<file path="src/rtl/wdt_pkg.sv">
// Shared types and helpers for the two-stage watchdog.
// Assumes: exponents stay well below 64 after scaling.
package wdt_pkg;

    // Grace countdown state.
    typedef enum logic {
        GR_IDLE  = 1'b0,
        GR_ARMED = 1'b1
    } grace_state_e;

    // Exponent of the period chosen by a select code.
    function automatic int unsigned sel_exponent(
        input int unsigned sel,
        input int unsigned base,
        input int unsigned step,
        input int unsigned shift
    );
        return base + step * sel - shift;
    endfunction

endpackage

</file>
<file path="src/rtl/wdt_period_sel.sv">
// Turns the period select into the terminal count (period minus one).
// Assumes: CNT_W is the largest exponent, so every terminal fits.
module wdt_period_sel
    import wdt_pkg::*;
#(
    parameter int unsigned TSEL_W      = 2,
    parameter int unsigned BASE_EXP    = 17,
    parameter int unsigned EXP_STEP    = 3,
    parameter int unsigned SCALE_SHIFT = 0,
    parameter int unsigned CNT_W       = 26
) (
    input  logic [TSEL_W-1:0] tsel_i,
    output logic [CNT_W-1:0]  terminal_o
);
    localparam int unsigned NSEL = 1 << TSEL_W;

    logic [CNT_W-1:0] term_tbl [NSEL];

    // One terminal constant per select code.
    for (genvar i = 0; i < NSEL; i++) begin : g_term
        localparam int unsigned EXP_I = sel_exponent(i, BASE_EXP, EXP_STEP, SCALE_SHIFT);
        assign term_tbl[i] = CNT_W'((64'd1 << EXP_I) - 64'd1);
    end

    // Select the active terminal count.
    assign terminal_o = term_tbl[tsel_i];

endmodule

</file>
<file path="src/rtl/wdt_main_counter.sv">
// Main up-counter. It signals a timeout when the count reaches or passes the terminal.
// Assumes: restart takes priority and masks the timeout on the same edge.
module wdt_main_counter #(
    parameter int unsigned CNT_W = 26
) (
    input  logic             clk,
    input  logic             rst_n,
    input  logic             restart_i,
    input  logic             clear_i,
    input  logic [CNT_W-1:0] terminal_i,
    output logic             timeout_o
);
    logic [CNT_W-1:0] cnt_q;

    // Timeout when the terminal is reached or passed (the select may have been lowered).
    assign timeout_o = !restart_i && (cnt_q >= terminal_i);

    // Count up; go back to zero on restart, on a reset pulse or on a timeout.
    always_ff @(posedge clk) begin
        if (!rst_n) begin
            cnt_q <= '0;
        end else if (restart_i || clear_i || timeout_o) begin
            cnt_q <= '0;
        end else begin
            cnt_q <= cnt_q + 1'b1;
        end
    end

endmodule

</file>
<file path="src/rtl/wdt_grace_timer.sv">
// Grace countdown between a timeout and the system reset pulse.
// Assumes: the period is longer than GRACE_CLKS, so no timeout comes while armed.
module wdt_grace_timer
    import wdt_pkg::*;
#(
    parameter int unsigned GRACE_CLKS = 512,
    parameter int unsigned GRACE_W    = 9
) (
    input  logic clk,
    input  logic rst_n,
    input  logic restart_i,
    input  logic timeout_i,
    input  logic rst_en_i,
    output logic fire_o,
    output logic sys_rst_o
);
    grace_state_e       state_q;
    logic [GRACE_W-1:0] left_q;
    logic               sys_rst_q;
    logic               expire;

    // The window closes on the edge where the remaining count is zero.
    assign expire    = (state_q == GR_ARMED) && (left_q == '0);
    assign fire_o    = expire && rst_en_i && !restart_i;
    assign sys_rst_o = sys_rst_q;

    // Arm on timeout, count down, then fire or give up; a restart cancels.
    always_ff @(posedge clk) begin
        if (!rst_n) begin
            state_q   <= GR_IDLE;
            left_q    <= '0;
            sys_rst_q <= 1'b0;
        end else begin
            sys_rst_q <= 1'b0;
            if (restart_i) begin
                state_q <= GR_IDLE;
            end else if (expire) begin
                state_q   <= GR_IDLE;
                sys_rst_q <= rst_en_i;
            end else if (timeout_i) begin
                state_q <= GR_ARMED;
                left_q  <= GRACE_W'(GRACE_CLKS - 1);
            end else if (state_q == GR_ARMED) begin
                left_q <= left_q - 1'b1;
            end
        end
    end

endmodule

</file>
<file path="src/rtl/wdt_flag_ctrl.sv">
// Sticky watchdog flag and its gated interrupt request.
// Assumes: a set wins over a clear on the same edge.
module wdt_flag_ctrl (
    input  logic clk,
    input  logic rst_n,
    input  logic set_i,
    input  logic clr_i,
    input  logic irq_en_i,
    output logic flag_o,
    output logic irq_o
);
    logic flag_q;

    // Set on timeout, clear only on the software strobe.
    always_ff @(posedge clk) begin
        if (!rst_n) begin
            flag_q <= 1'b0;
        end else if (set_i) begin
            flag_q <= 1'b1;
        end else if (clr_i) begin
            flag_q <= 1'b0;
        end
    end

    assign flag_o = flag_q;
    assign irq_o  = flag_q & irq_en_i;

endmodule

</file>
<file path="src/rtl/wdt_two_stage.sv">
// Two-stage watchdog: the flag and request come first, the reset pulse after a grace window.
// Assumes: 2^(BASE_EXP-SCALE_SHIFT) > GRACE_CLKS >= 2; synchronous active-low reset.
module wdt_two_stage #(
    parameter int unsigned TSEL_W      = 2,
    parameter int unsigned BASE_EXP    = 17,
    parameter int unsigned EXP_STEP    = 3,
    parameter int unsigned SCALE_SHIFT = 0,
    parameter int unsigned GRACE_CLKS  = 512
) (
    input  logic              clk,
    input  logic              rst_n,
    input  logic              restart_i,
    input  logic [TSEL_W-1:0] tsel_i,
    input  logic              irq_en_i,
    input  logic              rst_en_i,
    input  logic              flag_clr_i,
    output logic              wd_flag_o,
    output logic              wd_irq_o,
    output logic              sys_rst_o
);
    localparam int unsigned NSEL    = 1 << TSEL_W;
    localparam int unsigned CNT_W   = BASE_EXP + EXP_STEP * (NSEL - 1) - SCALE_SHIFT;
    localparam int unsigned GRACE_W = $clog2(GRACE_CLKS);

    logic [CNT_W-1:0] terminal;
    logic             timeout_evt;
    logic             rst_fire;

    wdt_period_sel #(
        .TSEL_W(TSEL_W), .BASE_EXP(BASE_EXP), .EXP_STEP(EXP_STEP),
        .SCALE_SHIFT(SCALE_SHIFT), .CNT_W(CNT_W)
    ) u_psel (
        .tsel_i(tsel_i), .terminal_o(terminal)
    );

    wdt_main_counter #(.CNT_W(CNT_W)) u_cnt (
        .clk(clk), .rst_n(rst_n), .restart_i(restart_i), .clear_i(rst_fire),
        .terminal_i(terminal), .timeout_o(timeout_evt)
    );

    wdt_grace_timer #(.GRACE_CLKS(GRACE_CLKS), .GRACE_W(GRACE_W)) u_grace (
        .clk(clk), .rst_n(rst_n), .restart_i(restart_i), .timeout_i(timeout_evt),
        .rst_en_i(rst_en_i), .fire_o(rst_fire), .sys_rst_o(sys_rst_o)
    );

    wdt_flag_ctrl u_flag (
        .clk(clk), .rst_n(rst_n), .set_i(timeout_evt), .clr_i(flag_clr_i),
        .irq_en_i(irq_en_i), .flag_o(wd_flag_o), .irq_o(wd_irq_o)
    );

endmodule

</file>
<file path="config.mk">
export PLATFORM = sky130hd
export DESIGN_NAME = wdt_two_stage
export DESIGN_NICKNAME = d
export VERILOG_FILES = /design/src/rtl/wdt_pkg.sv /design/src/rtl/wdt_period_sel.sv /design/src/rtl/wdt_main_counter.sv /design/src/rtl/wdt_grace_timer.sv /design/src/rtl/wdt_flag_ctrl.sv /design/src/rtl/wdt_two_stage.sv
export SDC_FILE = /design/constraint.sdc
export NUM_CORES = 1
export LEC_CHECK = 0
export CORE_UTILIZATION = 59
export CTS_CLUSTER_DIAMETER = 120
export DETAILED_ROUTE_END_ITERATION = 7
export GPL_TIMING_DRIVEN = 0
export PLACE_DENSITY_LB_ADDON = 0.1
export SLEW_MARGIN = 20
export SYNTH_ARGS = -nofsm -noshare
export SYNTH_HDL_FRONTEND = slang
export SYNTH_SLANG_ARGS = --single-unit
export TNS_END_PERCENT = 50
</file>
<file path="constraint.sdc">
create_clock -name clk -period 3.8 [get_ports clk]
set_input_delay 1.14 -clock clk [delete_from_list [all_inputs] [get_ports clk]]
set_output_delay 1.14 -clock clk [all_outputs]
set_load 0.05 [all_outputs]
</file>
* Word-level counts from Yosys, hierarchy flattened
Index checks and enable logic that the tools add are counted.
** Cells by class
- Add/sub/neg operators :: 2
- Order comparisons :: 2
- Mux-type cells :: 7
- Bitwise operators :: 5
- Reduce and logical (&&, ||, !) cells :: 14
** Operator list (count)
- 26-bit binary-select mux with 2-bit select :: 1
- 26-bit two-way mux :: 2
- 26-bit by 1-bit adder with 26-bit output (second input constant) :: 1
- 26-bit >= comparator :: 1
- 9-bit two-way mux :: 2
- 9-bit zero test :: 1
- 9-bit by 1-bit subtractor with 9-bit output (second input constant) :: 1
- 3-bit OR reduction :: 2
- 1-bit logical AND :: 4
- 2-bit nonzero test :: 2
- 3-bit >= comparator (second input constant) :: 1
- 1-bit NOT :: 3
- 2-bit NOT with 3-bit output :: 1
- 3-bit AND reduction :: 1
- 1-bit logical OR :: 2
- 1-bit two-way mux :: 2
- 2-bit OR reduction :: 1
- 1-bit AND :: 1
- 1-bit zero test :: 1
** Word-level totals
- Register bits after elaboration :: 38
- Bits of input ports :: 8
- Output and inout port bits :: 3
- Logic and storage cells :: 35

* Longest topological paths before layout
- Depth in word-level cells :: 8
- Depth in mapped cells :: 10
- Gate-level depth less buffers :: 7

* Modules after synthesis
Synthesis repeated with hierarchy kept, for this count alone.
** Unflattened totals
- Cell total of the unflattened synthesis :: 325
- Area total of the unflattened synthesis :: 2798.9 sq um
** Modules (own cells, without submodules)
- wdt_main_counter :: instances 1, cells each 230, area an instance 1955.6 sq um
- wdt_grace_timer :: instances 1, cells each 64, area an instance 596.8 sq um
- wdt_period_sel :: instances 1, cells each 27, area an instance 197.7 sq um
- wdt_flag_ctrl :: instances 1, cells each 4, area an instance 48.8 sq um

* Worst setup path before layout
Ideal clock, no wire load.
- Path type :: in2reg
- Start point :: input port tsel_i[0]
- End point :: register u_cnt.cnt_q[10]
- Library setup time :: 0.063 ns
- Arrival time :: 3.090 ns
- Data required time :: 3.737 ns
- Slack :: 0.647 ns
- Stages :: 10
- Buffers on the path :: 3
- Cells stage by stage :: nand2_1 ha_1 a211oi_1 nor2_1 a211o_2 buf_4 or4b_4 buf_6 buf_12 nor2_2
** On the way
- Cells in the longest elaborated chain, start to end :: 8
** RTL lines
- start: declaration :: line wdt_two_stage.sv:13 : input logic [TSEL_W-1:0] tsel_i,
- 2-bit NOT with 3-bit output (implied by the code) :: line wdt_period_sel.sv:26 : assign terminal_o = term_tbl[tsel_i];
- 26-bit binary-select mux with 2-bit select :: line wdt_period_sel.sv:26
- 26-bit two-way mux (implied by the code) (2 in series) :: line wdt_period_sel.sv:26
- 26-bit >= comparator :: line wdt_main_counter.sv:16 : assign timeout_o = !restart_i && (cnt_q >= terminal_i);
- 1-bit logical AND :: line wdt_main_counter.sv:16
- 1-bit logical OR :: line wdt_main_counter.sv:22 : end else if (restart_i || clear_i || timeout_o) begin
- 2-bit OR reduction (no line)
- end signal: assignment :: line wdt_main_counter.sv:25 : cnt_q <= cnt_q + 1'b1;
- end: declaration :: line wdt_main_counter.sv:13 : logic [CNT_W-1:0] cnt_q;
No other way between the ends. The select of a mux whose other input is x is not followed.
A chain may end at the register's enable or synchronous reset.

* Worst setup path after layout
- Start point :: input port irq_en_i
- End point :: output port wd_irq_o
** On the way
- Cells in the longest elaborated chain, start to end :: 1
** RTL lines
- start: declaration :: line wdt_two_stage.sv:14 : input logic irq_en_i,
- 1-bit AND :: line wdt_flag_ctrl.sv:26 : assign irq_o = flag_q & irq_en_i;
- end: declaration :: line wdt_two_stage.sv:18 : output logic wd_irq_o,
No other way between the ends.

==> reports/results.ini <==
[clocking]
cts_setup_buffers=0
holdBufCountCts=0
clkSlewWorstSetupHoldPaths_ns=0.12
cts_root_buf=clkbuf_4
clkLatencyLatePin_ns=0.35
cts_buffer_depth=2
htree_num_levels=2
cts.sink_count=38
cts_tree=done
post_cts_resize_count=0
cts_buffers=5

[die]
start_util=0.646
dieArea_sq_mm=0.00369
ioPinCount=11
die_h_um=60.7
row_count=20
die_w_um=60.7
fp.coreArea_sq_mm=0.00315

[detailed_routing]
num_vias=1662
drt_iter0_drc=81
drcViolationCount=0
drt_pass1_iterations=4
wirelength_mm=4.00
antenna_left=0
viasPerCell=5.83
wl_per_cell_um=14.0

[critical_path]
path_class=input port to primary output
worstPathMaxFanout=1
r2r-start=u_cnt.cnt_q[23]
arrival_ns=2.50
worstSetupStartpointType=input port
cp.required_ns=2.66
cp-startpoint=irq_en_i
critPathCaptureType=primary output

[yosys]
ys_ff_latch=38
synth-main-ff-cell=dfxtp_1
async_flop_share=0
synth.most_common_cell=dfxtp_1
netlist_top_cells_area=dfxtp_1 37%, xor2_1 8.6%, ha_1 6.8%
synth_nets=242
yosysWarnings=0
syn-instance-count=223
synth_area_leader_cell=dfxtp_1
avgSynthCellArea_sq_um=9.13
ys_seq_area_frac=0.374
synth.distinct_cells=41
synth_area_sq_mm=0.00204
synth_top_area_frac=0.374
ys_top_cells_by_count=38 x dfxtp_1, 20 x nor2_2, 20 x xor2_1, 16 x nor2_1, 12 x nand3_1
synth_edf_count=0

[sta]
period_minus_slack_ns=3.64
worst_pin_slew_ns=1.06
rsz0062_at_grt=no
finalHoldViolCount=0
finalSetupViolCount=0
fin_crit_sh=0.959
slew_violations=0
fmax_mhz=274
tns_ns=0
relSlewSlack=0.295
skew_ns=0.00836

[placed_design]
gp_congestion=0.838
dp_hpwl_mm=3.03
port_buffers=10
dp.cells=277

[global_routing]
grt_pass1_vias=1641
grt_start_max_net_pins=13
gr-usage-all-layers=0.253
grt.overflow.total=0
antenna_found_initial=0
grt_pass1_wl_mm=6.75

[finish]
diodes=0
final_core_util=0.730
drive_above_1_share=0.178
num-nets-final=259
area_delta_synth_final_pct=13.1
fillers=245
fin_cells=285

[pwr]
p_leak_nw=0.860
peakVddDrop_mv=0.224
power_density_mw_per_mm2=346

[job]
drv_cap=0

[status]
outcome=finished clean

[hold_path]
holdCritPathClass=flip-flop to flip-flop
worstHoldStart=u_grace.left_q[8]

==> per-stage QoR <==
| stage | power [mW] | cell area (sq um) | hold slack, ns | setup slack (ns) |
|---|---|---|---|---|
| 2_1_floorplan | 0.432 | 2040 | 0.435 | 0.647 |
| 3_3_place_gp | 0.444 | 2190 | 0.453 | -0.0116 |
| 3_5_place_dp | 0.446 | 2190 | 0.474 | -0.0399 |
| 4_1_cts | 0.802 | 2300 | 0.488 | 0.147 |
| 5_1_grt | 0.821 | 2300 | 0.515 | 0.122 |
| 6_report | 0.797 | 2300 | 0.485 | 0.156 |
==> cell type report <==
type                    count  area [sq um]  area share
repair buffers             10           100      0.0435
multi-input cells         169          1160       0.502
flip-flops and latches     38           761       0.330
inverters                  10          37.5      0.0163
well taps                  44          55.1      0.0239
clock buffers               6          51.3      0.0223
plain buffers               6          81.3      0.0353
clock inverters             2          60.1      0.0261
==> final timing paths <==
kind                            end  slack (ns)  cells past startpoint
hold / removal    u_grace.sys_rst_o        0.49                      1
setup reg to reg  u_grace.left_q[2]        1.32                      7
hold reg to reg   u_grace.sys_rst_o        0.49                      1
setup / recovery           wd_irq_o        0.16                      3
==> per-layer routing <==
layer / track usage / part of all wire / wire (um) / vias up
met1: 0.283 / 0.43 / 1720 / 771
met2: 0.444 / 0.50 / 2010 / 35
met3: 0.0490 / 0.029 / 117 / 17
met4: 0.149 / 0.039 / 158 / 0
li1: - / - / - / 839
met5: 0 / 0 / 0 / -
==> power breakdown <==
part / total, mW / switching [mW] / internal (mW)
Combinational: 0.0365 / 0.0186 / 0.0179
Sequential: 0.400 / 0.00107 / 0.399
Clock: 0.360 / 0.138 / 0.223
Total: 0.797 / 0.157 / 0.640
==> critical path, stage by stage <==
cell	delay, ns
clkdlybuf4s50_1	0.45
and2_1	0.12
clkdlybuf4s50_1	0.80
==> logic make-up (layout without fill, tap and decap cells) <==
logic type	after synthesis	in the layout	share of synthesized area
DFF	38	38	0.374
and+or+nand+nor	99	99	0.285
adders and majority gates	11	11	0.0676
buffers and inverters	16	34	0.0584
xor gates and xnor gates	24	24	0.103
AOI/OAI and AO/OA	35	35	0.112
==> registers in the layout (all words and copies together), names as in the netlist <==
register,cells
u_cnt.cnt_q,26
u_grace.left_q,9
u_grace.sys_rst_o,1
u_grace.state_q,1
u_flag.flag_o,1
==> layout by cell type (no fill, tap or decap), drive strengths merged, types with 5 or more instances in the layout <==
master	synthesis	layout
dfxtp	38	38
ha	11	11
nand4	7	7
clkdlybuf4s50	0	10
nor2	36	36
clkbuf	0	6
and4	5	5
a221oi	5	5
and3	10	10
o21ai	8	8
buf	6	6
inv	10	10
nand3	12	12
nand2	11	11
a21oi	11	11
xor2	20	20
No activity file was read; power rests on OpenSTA's default activity.
